===== src/rtl/gpio_irq_pkg.sv =====
package gpio_irq_pkg;

  localparam int REG_AW = 5;

  localparam logic [REG_AW-1:0] OFS_TYPE_HI = 5'h00;
  localparam logic [REG_AW-1:0] OFS_TYPE_LO = 5'h04;
  localparam logic [REG_AW-1:0] OFS_MASK    = 5'h08;
  localparam logic [REG_AW-1:0] OFS_PEND    = 5'h0C;
  localparam logic [REG_AW-1:0] OFS_CTRL    = 5'h10;

  localparam int CTL_SLICE_W = 5;
  localparam int CTL_EN      = 0;
  localparam int CTL_PEND    = 1;
  localparam int CTL_SEL     = 2;

  localparam int HALF_PINS   = 16;

  typedef enum logic [1:0] {
    TRIG_RISE = 2'b00,
    TRIG_FALL = 2'b01,
    TRIG_HIGH = 2'b10,
    TRIG_LOW  = 2'b11
  } trig_e;

endpackage


===== src/rtl/gpio_irq_sync.sv =====
module gpio_irq_sync #(
  parameter int NUM_PINS = 32
) (
  input  logic                clk,
  input  logic                rst_n,
  input  logic [NUM_PINS-1:0] pins_i,
  output logic [NUM_PINS-1:0] cur_o,
  output logic [NUM_PINS-1:0] prev_o
);

  logic [NUM_PINS-1:0] meta_q, cur_q, prev_q;

  // Two flops to resolve metastability, a third to hold the prior sample.
  always_ff @(posedge clk or negedge rst_n) begin
    if (!rst_n) begin
      meta_q <= '0;
      cur_q  <= '0;
      prev_q <= '0;
    end else begin
      meta_q <= pins_i;
      cur_q  <= meta_q;
      prev_q <= cur_q;
    end
  end

  assign cur_o  = cur_q;
  assign prev_o = prev_q;

endmodule


===== src/rtl/gpio_irq_detect.sv =====
module gpio_irq_detect
  import gpio_irq_pkg::*;
#(
  parameter int NUM_PINS = 32
) (
  input  logic [NUM_PINS-1:0][1:0] typ_i,
  input  logic [NUM_PINS-1:0]      cur_i,
  input  logic [NUM_PINS-1:0]      prev_i,
  output logic [NUM_PINS-1:0]      hit_o
);

  for (genvar g = 0; g < NUM_PINS; g++) begin : g_pin
    always_comb begin
      case (trig_e'(typ_i[g]))
        TRIG_RISE: hit_o[g] =  cur_i[g] & ~prev_i[g];
        TRIG_FALL: hit_o[g] = ~cur_i[g] &  prev_i[g];
        TRIG_HIGH: hit_o[g] =  cur_i[g];
        default:   hit_o[g] = ~cur_i[g];
      endcase
    end
  end

endmodule


===== src/rtl/gpio_irq_regs.sv =====
module gpio_irq_regs
  import gpio_irq_pkg::*;
#(
  parameter int NUM_PINS = 32,
  parameter int PORT_IDX = 0
) (
  input  logic                     clk,
  input  logic                     rst_n,
  input  logic                     bus_valid_i,
  input  logic                     bus_write_i,
  input  logic [REG_AW-1:0]        bus_addr_i,
  input  logic [31:0]              bus_wdata_i,
  input  logic [NUM_PINS-1:0]      hit_i,
  output logic [NUM_PINS-1:0][1:0] typ_o,
  output logic [31:0]              bus_rdata_o,
  output logic                     samp_sel_o,
  output logic                     irq_o
);

  localparam int SL = PORT_IDX * CTL_SLICE_W;

  logic wr, wr_tlo, wr_thi, wr_mask, wr_pend, wr_ctrl;
  logic [NUM_PINS-1:0][1:0] typ_q;
  logic [NUM_PINS-1:0]      mask_q, pend_q, clr_pend;
  logic                     en_q, sp_q, sel_q;

  assign wr      = bus_valid_i & bus_write_i;
  assign wr_tlo  = wr & (bus_addr_i == OFS_TYPE_LO);
  assign wr_thi  = wr & (bus_addr_i == OFS_TYPE_HI);
  assign wr_mask = wr & (bus_addr_i == OFS_MASK);
  assign wr_pend = wr & (bus_addr_i == OFS_PEND);
  assign wr_ctrl = wr & (bus_addr_i == OFS_CTRL);

  assign clr_pend = wr_pend ? bus_wdata_i[NUM_PINS-1:0] : '0;
  assign irq_o    = en_q & |(pend_q & mask_q);

  always_ff @(posedge clk or negedge rst_n) begin
    if (!rst_n) begin
      typ_q  <= '0;
      mask_q <= '0;
      pend_q <= '0;
      en_q   <= 1'b0;
      sp_q   <= 1'b0;
      sel_q  <= 1'b0;
    end else begin
      for (int i = 0; i < NUM_PINS; i++) begin
        if ((i < HALF_PINS) ? wr_tlo : wr_thi)
          typ_q[i] <= bus_wdata_i[2*(i%HALF_PINS) +: 2];
      end
      if (wr_mask) mask_q <= bus_wdata_i[NUM_PINS-1:0];
      // a new hit wins over a clear in the same cycle
      pend_q <= (pend_q & ~clr_pend) | hit_i;
      if (wr_ctrl) begin
        en_q  <= bus_wdata_i[SL+CTL_EN];
        sel_q <= bus_wdata_i[SL+CTL_SEL];
      end
      sp_q <= (sp_q & ~(wr_ctrl & bus_wdata_i[SL+CTL_PEND])) | irq_o;
    end
  end

  always_comb begin
    bus_rdata_o = '0;
    case (bus_addr_i)
      OFS_TYPE_LO: for (int i = 0; i < NUM_PINS; i++)
                     if (i < HALF_PINS) bus_rdata_o[2*(i%HALF_PINS) +: 2] = typ_q[i];
      OFS_TYPE_HI: for (int i = 0; i < NUM_PINS; i++)
                     if (i >= HALF_PINS) bus_rdata_o[2*(i%HALF_PINS) +: 2] = typ_q[i];
      OFS_MASK:    bus_rdata_o[NUM_PINS-1:0] = mask_q;
      OFS_PEND:    bus_rdata_o[NUM_PINS-1:0] = pend_q;
      OFS_CTRL: begin
        bus_rdata_o[SL+CTL_EN]   = en_q;
        bus_rdata_o[SL+CTL_PEND] = sp_q;
        bus_rdata_o[SL+CTL_SEL]  = sel_q;
      end
      default: bus_rdata_o = '0;
    endcase
  end

  assign typ_o      = typ_q;
  assign samp_sel_o = sel_q;

  AST_HIT_LATCHES: assert property (@(posedge clk) disable iff (!rst_n)
    (|hit_i) |=> ((pend_q & $past(hit_i)) == $past(hit_i)));
  AST_PEND_STICKY: assert property (@(posedge clk) disable iff (!rst_n)
    !wr_pend |=> ((pend_q & $past(pend_q)) == $past(pend_q)));
  AST_W1C_CLEARS: assert property (@(posedge clk) disable iff (!rst_n)
    wr_pend |=> ((pend_q & $past(bus_wdata_i[NUM_PINS-1:0] & ~hit_i)) == '0));
  AST_SUMMARY_FOLLOWS: assert property (@(posedge clk) disable iff (!rst_n)
    irq_o |=> sp_q);

endmodule


===== src/rtl/gpio_irq_port.sv =====
module gpio_irq_port
  import gpio_irq_pkg::*;
#(
  parameter int NUM_PINS = 32,
  parameter int PORT_IDX = 0
) (
  input  logic                clk,
  input  logic                rst_n,
  input  logic [NUM_PINS-1:0] pins_i,
  input  logic                bus_valid_i,
  input  logic                bus_write_i,
  input  logic [REG_AW-1:0]   bus_addr_i,
  input  logic [31:0]         bus_wdata_i,
  output logic [31:0]         bus_rdata_o,
  output logic                samp_sel_o,
  output logic                irq_o
);

  logic [NUM_PINS-1:0]      cur, prev, hit;
  logic [NUM_PINS-1:0][1:0] typ;

  gpio_irq_sync #(.NUM_PINS(NUM_PINS)) u_sync (
    .clk(clk), .rst_n(rst_n), .pins_i(pins_i), .cur_o(cur), .prev_o(prev)
  );

  gpio_irq_detect #(.NUM_PINS(NUM_PINS)) u_detect (
    .typ_i(typ), .cur_i(cur), .prev_i(prev), .hit_o(hit)
  );

  gpio_irq_regs #(.NUM_PINS(NUM_PINS), .PORT_IDX(PORT_IDX)) u_regs (
    .clk(clk), .rst_n(rst_n),
    .bus_valid_i(bus_valid_i), .bus_write_i(bus_write_i),
    .bus_addr_i(bus_addr_i), .bus_wdata_i(bus_wdata_i),
    .hit_i(hit), .typ_o(typ), .bus_rdata_o(bus_rdata_o),
    .samp_sel_o(samp_sel_o), .irq_o(irq_o)
  );

  // An edge trigger yields a single-cycle hit per pin transition.
  for (genvar g = 0; g < NUM_PINS; g++) begin : g_chk
    AST_EDGE_SINGLE: assert property (@(posedge clk) disable iff (!rst_n)
      (hit[g] && !typ[g][1]) |=> !(hit[g] && $stable(typ[g])));
  end

endmodule


===== config.mk =====
export PLATFORM = sky130hd
export DESIGN_NAME = gpio_irq_port
export DESIGN_NICKNAME = d
export VERILOG_FILES = /design/src/rtl/gpio_irq_pkg.sv /design/src/rtl/gpio_irq_sync.sv /design/src/rtl/gpio_irq_detect.sv /design/src/rtl/gpio_irq_regs.sv /design/src/rtl/gpio_irq_port.sv
export SDC_FILE = /design/constraint.sdc
export NUM_CORES = 1
export LEC_CHECK = 0
export BUFFER_PORTS_ARGS = -buffer_cell sky130_fd_sc_hd__buf_2
export CORE_MARGIN = 5
export CORE_UTILIZATION = 40
export CTS_CLUSTER_DIAMETER = 60
export DETAILED_ROUTE_END_ITERATION = 10
export PLACE_DENSITY = 0.64
export SLEW_MARGIN = 20
export SYNTH_ARGS = -nofsm -noshare
export SYNTH_HDL_FRONTEND = slang
export SYNTH_SLANG_ARGS = --single-unit

===== constraint.sdc =====
create_clock -name clk -period 4.1 [get_ports clk]
set_clock_uncertainty 0.15 [all_clocks]
set_input_delay 0.205 -clock clk [delete_from_list [all_inputs] [get_ports clk]]
set_output_delay 0.205 -clock clk [all_outputs]
set_load 0.02 [all_outputs]

==> impl_metrics.ini, run 1 <==
[placed_design]
gp_congestion = 0.765
hpwl_um = 14500
pre_cts_ws_ns = 1.54
io_buffers = 106

[worst_setup_path]
start_kind = register
end_kind = output port
r2r-end = u_regs.sp_q
arrival_ns = 2.09
regToRegStartpoint = u_regs.pend_q[17]
cp_max_fo = 3
reg2reg_depth = 4
criticalPathCategory = register to output port
reg2reg_slack_ns = 2.26
required_ns = 3.74

[sta]
finalHoldViolCount = 0
max_freq_mhz = 408
timing.final.crit_period_ns = 2.45
worstMarginPinSlew_ns = 0.812
tns_ns = 0
relSlewSlack = 0.458
rsz0062_at_grt = false
drv_slew = 0
setup_violations = 0
layout_setup_ws_ns = 1.65
period_share = 0.598

[clock_tree]
cts_tree = built
clk-insertion-delay-late_ns = 0.52
h-tree-depth = 1
path_clk_slew_ns = 0.06
post_cts_buffers = 0
cts_resized = 0
ctsLongestPathBuffers = 3
clock-sinks = 227
cts_buffers = 25
root_buffer = clkbuf_16

[flow_run]
drv_cap = 0

[cells_and_area]
syn_to_final_growth_pct = 26.2
diodes = 0
drive_above_1_share = 0.298
nets = 908

[synthesis]
yosysUniqueCellTypes = 29
synth_warnings = 0
postSynthCellCount = 648
synthFlopType = dfrtp_1
ys_ff_latch = 227
ys_seq_area_frac = 0.642
yosysTopAreaCell = dfrtp_1
netlist_area_sq_um = 8850
syn_avg_cell_area_sq_um = 13.7
syn-num-nets = 721
synth_top_area_frac = 0.642
synth_area_leaders = dfrtp_1 (64%), mux2_2 (12%), xnor2_1 (5.9%)
async_flop_share = 1.00
synth_edf_count = 0

[die]
die_area_sq_um = 25200
die_h_um = 159
ios = 107
die_w_um = 159
initial_core_util = 0.405
row_count = 54
core-area_sq_um = 21800

[routing]
drt-initial-drc-count = 496
dr.pass1.iters = 6
wl_per_cell_um = 19.7
wl_um = 22300
drc = 0
vias_per_cell = 5.33
via_count = 6020
ant_nets = 0

[power_and_ir_drop]
power_density_nw_per_um2 = 466
p_leak_nw = 5.08
ir_worst_vdd_mv = 0.280

[outcome]
status = finished, final reports clean

[grt]
grt_max_degree = 112
antenna_found_initial = 0
grt_pass1_vias = 6291
grt.total_usage = 0.176
gr-total-overflow = 0
grt_first_pass_wirelength_um = 36300

[min_path]
hp-class = input port to register
hold_start = bus_addr_i[4]
min_path_cells = 4
worstHoldEndpoint = u_regs.sp_q
## per-layer routing
layer | global-route usage | wire [um] | vias to the layer above
li1 | - | - | 2708
met1 | 0.260 | 10000 | 3086
met2 | 0.275 | 10500 | 186
met3 | 0.0311 | 1240 | 40
met4 | 0.0399 | 500 | 0
met5 | 0 | 0 | -
## sequential cells by signal (all words and copies together) (netlist names)
name,flops
u_regs.typ_o,64
u_sync.meta_q,32
u_sync.cur_o,32
u_regs.samp_sel_o,1
u_regs.sp_q,1
u_regs.pend_q,32
u_regs.en_q,1
u_sync.prev_o,32
u_regs.mask_q,32
## power by group
part           total (W)  switching, W  internal [W]
Sequential       0.00260      0.000173       0.00242
Combinational   0.000525      0.000235      0.000289
Clock            0.00208      0.000838       0.00124
Total            0.00520       0.00125       0.00395
## worst max path at each step
| stage | to | start | cells after the start |
|---|---|---|---|
| 2_1_floorplan | bus_rdata_o[11] | bus_addr_i[4] | 5 |
| 3_3_place_gp | u_regs.mask_q[10] | bus_addr_i[4] | 7 |
| 3_5_place_dp | u_regs.mask_q[11] | bus_addr_i[4] | 7 |
| 4_1_cts | irq_o | u_regs.pend_q[17] | 4 |
| 5_1_grt | irq_o | u_regs.pend_q[17] | 4 |
| 6_report | irq_o | u_regs.pend_q[17] | 4 |
## cell type report
| type | instances | area [sq um] |
|---|---|---|
| clock inverter | 3 | 18.8 |
| clock buffer | 39 | 748 |
| sequential | 227 | 5680 |
| tap | 280 | 350 |
| fill | 1963 | 10700 |
| inverter | 3 | 11.3 |
| timing repair buffer | 185 | 1300 |
| multi-input combinational | 393 | 3050 |
## placed cells by master, fill, tap and decap left out, drive strengths merged, types with 3 or more instances in the layout
master and instances:
buf 118, inv 4, a22oi 19, nand2 94, nor2 38, nand4 5
nor3 3, xnor2 60, clkbuf 39, dfrtp 227, o2bb2ai 30, dlygate4sd3 67
mux2 98, a222oi 32
## kinds of logic after synthesis
| logic type | Yosys count | synth area share |
|---|---|---|
| DFF | 227 | 0.642 |
| and+or+nand+nor | 148 | 0.0707 |
| muxes | 98 | 0.125 |
| AOI/OAI and AO/OA | 87 | 0.0875 |
| xor gates and xnor gates | 60 | 0.0594 |
| buffers and inverters | 28 | 0.0157 |
## synth_stat cells (2+ instances only)
cell	count
o2bb2ai_1	30
inv_1	3
buf_1	2
clkbuf_1	8
a222oi_1	32
mux2_1	5
o21ai_0	2
a221o_1	2
buf_2	8
mux2_2	93
nand3_1	2
xnor2_1	60
buf_4	6
nor3b_2	2
a22oi_1	19
dfrtp_1	227
nand2_1	94
nor2_1	38
nand4_1	5
## critical path, cell delays in order, from the launching register on
cell     delay (ns)
dfrtp_1        0.45
a22oi_1        0.21
nand4_1        0.21
o41a_1         0.53
buf_2          0.19
## through the flow
| step | util | instance area [sq um] | total power [W] | cells | hold WS [ns] |
|---|---|---|---|---|---|
| global route | 0.512 | 11200 | 0.00544 | 1130 | 0.132 |
| floorplan | - | 8850 | 0.00288 | 648 | -0.241 |
| CTS | 0.512 | 11200 | 0.00526 | 1130 | 0.0944 |
| finish | 0.512 | 11200 | 0.00520 | 1130 | 0.121 |
| global placement | 0.446 | 9730 | 0.00310 | 1021 | 0.163 |
| detailed placement | 0.446 | 9730 | 0.00311 | 1021 | 0.164 |
## repair_timing
| action | 4_1_cts | 5_1_grt |
|---|---|---|
| hold buffers | 67 | 0 |
| setup endpoints to repair | 0 | 0 |
| hold endpoints to repair | 270 | 0 |
Note: power is estimated with default switching activity, not from simulation.
==> run 2: changes to the inputs <==
- clock period: 4.1 -> 2.3 ns (I/O delays scaled with it)
==> run 2 against run 1 <==
Net effect: non-clock buffer count increased by 4; routed wire length is 0.66% higher; total power up 89%; critical endpoint unchanged.
==> impl_metrics.ini, run 2 (synthesis results as in run 1) <==
[cells_and_area]
fin_cells = 1136
nets = 911
diodes = 0
syn_to_final_growth_pct = 29.4
drive_above_1_share = 0.311
final_cell_mix = dfrtp_1 (227), buf_2 (104), nand2_1 (94), mux2_2 (93), dlygate4sd3_1 (68)
layout_commonest_cell = dfrtp_1
largest_reg_flops = 64
fin_util = 0.525

[flow_run]
drv_cap = 0

[grt]
grt.total_usage = 0.176
grt_pass1_vias = 6305
grt_max_degree = 63
grt_first_pass_wirelength_um = 36200
gr-total-overflow = 0
antenna_found_initial = 0

[outcome]
status = finished, final reports clean

[worst_setup_path]
crit_path_top_delay_cell = o41a_1
arrival_ns = 1.99
reg2reg_slack_ns = 0.54
criticalPathCategory = register to output port
cp_max_fo = 3
crit_path_max_incr_delay_ns = 0.50
start_kind = register
worstPathCellList = a22oi_2, nand4_1, o41a_1, buf_6
end_kind = output port
required_ns = 2.04

[die]
row_count = 54
die_h_um = 159
initial_core_util = 0.405
core-area_sq_um = 21800
ios = 107
die_area_sq_um = 25200
die_w_um = 159

[routing]
wl_um = 22400
wl_per_cell_um = 19.7
vias_per_cell = 5.31
drc = 0
dr.pass1.iters = 6
via_count = 6028
drt-initial-drc-count = 586
ant_nets = 0

[clock_tree]
ctsLongestPathBuffers = 3
root_buffer = clkbuf_16
cts_tree = built
cts_buffers = 24
clock-sinks = 227
clk-insertion-delay-late_ns = 0.52
h-tree-depth = 1
path_clk_slew_ns = 0.06

[sta]
layout_setup_ws_ns = 0.0432
rsz0062_at_grt = true
hold_slack_ns = 0.0281
finalHoldViolCount = 0
max_freq_mhz = 443
relSlewSlack = 0.626
drv_slew = 0
tns_ns = 0
period_share = 0.981
setup_violations = 0
worstMarginPinSlew_ns = 0.561
timing.final.crit_period_ns = 2.26

[placed_design]
gp_congestion = 0.784
hpwl_um = 14400
pre_cts_ws_ns = 0.327
dp.cells = 1023
io_buffers = 106

[min_path]
hp-class = input port to register

[power_and_ir_drop]
p_leak_nw = 5.18
power_density_nw_per_um2 = 857
ir_worst_vdd_mv = 0.549
==> run 2: per-stage QoR <==
step	total power (W)	cell area [sq um]
after global placement	0.00554	9850
after floorplan	0.00514	8850
after global routing	0.0102	11400
after CTS	0.00992	11400
final	0.00981	11400
after detailed placement	0.00556	9850
==> run 2: area by class of cell <==
type / instances / area, sq um
fillers: 1868 / 10400
flip-flops and latches: 227 / 5680
multi-input cells: 393 / 3070
repair buffers: 189 / 1450
clock buffers: 32 / 681
well taps: 280 / 350
clock inverters: 12 / 201
inverters: 3 / 11.3
==> run 2: critical path, delay by kind of cell (launching register included) <==
| kind | cells | cell delay, ns |
|---|---|---|
| AOI/OAI and AO/OA | 2 | 0.75 |
| and+or+nand+nor | 1 | 0.15 |
| DFF | 1 | 0.43 |
| buffers and inverters | 1 | 0.16 |
==> run 2: worst paths after layout <==
kind,from,end,depth (start not counted)
min reg2reg,u_sync.meta_q[7],u_sync.cur_o[7],0
min,bus_addr_i[4],u_regs.sp_q,4
max reg2reg,u_regs.pend_q[27],u_regs.sp_q,4
min in group asynchronous,rst_n,u_sync.meta_q[22],3
max,u_regs.pend_q[27],irq_o,4
max in group asynchronous,rst_n,u_sync.meta_q[2],4
==> run 2: where the power goes <==
| part | internal (W) | leakage, nW | switching [W] |
|---|---|---|---|
| Clock | 0.00265 | 0.429 | 0.00158 |
| Sequential | 0.00432 | 2.71 | 0.000314 |
| Combinational | 0.000534 | 2.03 | 0.000422 |
| Total | 0.00750 | 5.18 | 0.00231 |
==> run 2: timing repair <==
action,CTS,global route
endpoints found under the hold margin,390,0
gates cloned,0,0
hold buffers,68,0
pin swaps,4,4
gates resized for setup,4,2
endpoints found under the setup margin,1,1
setup buffers,1,0
==> run 2: layer usage <==
metal	part of all wire	track usage	vias to the layer above
li1	-	-	2699
met1	0.45	0.257	3106
met2	0.47	0.278	189
met3	0.060	0.0283	34
met4	0.022	0.0426	0
met5	0	0	-
==> run 3: changes to the inputs <==
- CORE_UTILIZATION: 40 -> 58
- PLACE_DENSITY: 0.64 -> 0.86
==> run 3 against run 2 <==
Net effect: die area shrank 29%; critical path depth unchanged; non-clock buffer count is 2 lower; total power shrank 5.0%; clock-buffer cell count grew 1; routed wire length increased by 5.1%; via count is 7.9% higher; sequential power is essentially flat; setup slack lost 0.0075 ns; cell area down 2.7%; critical endpoint unchanged.
==> impl_metrics.ini, run 3 (synthesis results as in run 1) <==
[outcome]
status = finished, final reports clean

[die]
core-area_sq_um = 15100
row_count = 45
ios = 107
die_h_um = 134
die_area_sq_um = 17800
initial_core_util = 0.586
die_w_um = 134

[sta]
period_share = 0.984
setup_violations = 0
max_freq_mhz = 442
hold_slack_ns = 0.0166
finalHoldViolCount = 0
drv_slew = 0
tns_ns = 0
worstMarginPinSlew_ns = 0.550
timing.final.crit_period_ns = 2.26
rsz0062_at_grt = false
relSlewSlack = 0.633

[grt]
antenna_found_initial = 1
grt.total_usage = 0.265
grt_first_pass_wirelength_um = 37400
grt_max_degree = 71
grt_pass1_vias = 7109
gr-total-overflow = 0

[clock_tree]
cts_tree = built
root_buffer = clkbuf_16
clock-sinks = 227
ctsLongestPathBuffers = 3
cts_buffers = 22
path_clk_slew_ns = 0.06
clk-insertion-delay-late_ns = 0.50
h-tree-depth = 1

[routing]
drt-initial-drc-count = 733
vias_per_cell = 6.29
wl_per_cell_um = 22.8
dr.pass1.iters = 6
ant_nets = 0
via_count = 6505
drc = 0
wl_um = 23600

[worst_setup_path]
cp_max_fo = 3
start_kind = register
crit_path_top_delay_cell = dfrtp_1
reg2reg_depth = 4
criticalPathCategory = register to output port
crit_path_max_incr_delay_ns = 0.46
arrival_ns = 2.00
reg2reg_slack_ns = 0.56
regToRegStartpoint = u_regs.pend_q[13]
r2r-end = u_regs.sp_q
crit_buf_inv = 1
end_kind = output port
worstPathCellList = a22oi_1, nand4_1, o41a_1, buf_2
cp_top_family = compound AO/OA/AOI/OAI gates
required_ns = 2.04

[placed_design]
gp_congestion = 0.839
io_buffers = 106
hpwl_um = 14100

[cells_and_area]
nets = 907
largest_reg_flops = 64
multi_input_area_sq_um = 3080
layout_commonest_cell = dfrtp_1
seq_area_sq_um = 5680
drive_above_1_share = 0.307
final_cell_mix = dfrtp_1 (227), buf_2 (105), nand2_1 (94), mux2_2 (93), dlygate4sd3_1 (67)
num-fill-cells = 898
syn_to_final_growth_pct = 25.9

[flow_run]
drv_cap = 0

[power_and_ir_drop]
ir_worst_vdd_mv = 0.712
power_density_nw_per_um2 = 836
p_leak_nw = 5.10

[min_path]
hp-class = input port to async pin
## run 3: changes by cell type in the layout (fill, tap and decap cells not counted), sizes merged
| cell | change |
|---|---|
| buf | -1 |
| diode | +1 |
| clkbuf | +1 |
| clkinvlp | -2 |
| clkinv | -3 |
| dlygate4sd3 | -1 |
| bufinv | -4 |
## run 3: report_power, final
group / internal, W / total, W / switching, W / leakage (nW)
clock: 0.00220 / 0.00367 / 0.00146 / 0.371
sequential: 0.00432 / 0.00466 / 0.000342 / 2.71
combinational: 0.000532 / 0.000991 / 0.000459 / 2.02
## run 3: worst max path at each step
stage	from	to	slack, ns	cells past startpoint
after detailed placement	bus_addr_i[4]	bus_rdata_o[24]	0.32	7
after floorplan	bus_addr_i[4]	u_regs.typ_o[11]	0.57	4
final	u_regs.pend_q[13]	irq_o	0.04	4
after global placement	bus_addr_i[4]	u_regs.typ_o[13]	0.36	5
after global routing	u_regs.mask_q[22]	irq_o	0.02	4
after CTS	u_regs.mask_q[27]	irq_o	0.009	4
## run 3: worst register-to-register path, cell delays in order, from the launching register on
cell     delay [ns]
dfrtp_1        0.46
a22oi_1        0.22
nand4_1        0.22
o41a_1         0.42
a21o_1         0.17
## run 3: metal layers
| layer | share of wire | global-route usage |
|---|---|---|
| met1 | 0.37 | 0.340 |
| met2 | 0.50 | 0.444 |
| met3 | 0.098 | 0.0585 |
| met4 | 0.036 | 0.106 |
| met5 | 0 | 0 |
## run 3: final cells by class
cell class	instances	share of cell area
Multi-Input combinational cell	393	0.276
Tap cell	188	0.0211
Sequential cell	227	0.510
Inverter	3	0.00101
Timing Repair Buffer	187	0.125
Clock buffer	33	0.0631
Antenna cell	1	0.000225
Clock inverter	3	0.00359
## run 3: timing repair
item                                    CTS  global route
endpoints found under the hold margin   390             0
pin swaps                                 2             3
buffers inserted                          0             0
hold buffers                             67             0
gates resized for setup                   1             4
endpoints found under the setup margin    1             1
## run 3: per-stage QoR
step / cells / util / cell area [sq um] / setup WS [ns] / power (W)
4_1_cts: 1034 / 0.737 / 11100 / 0.00940 / 0.00928
3_5_place_dp: 931 / 0.643 / 9700 / 0.316 / 0.00556
5_1_grt: 1035 / 0.738 / 11100 / 0.0166 / 0.00963
3_3_place_gp: 931 / 0.643 / 9700 / 0.365 / 0.00550
2_1_floorplan: 648 / - / 8850 / 0.570 / 0.00514
6_report: 1035 / 0.738 / 11100 / 0.0357 / 0.00932
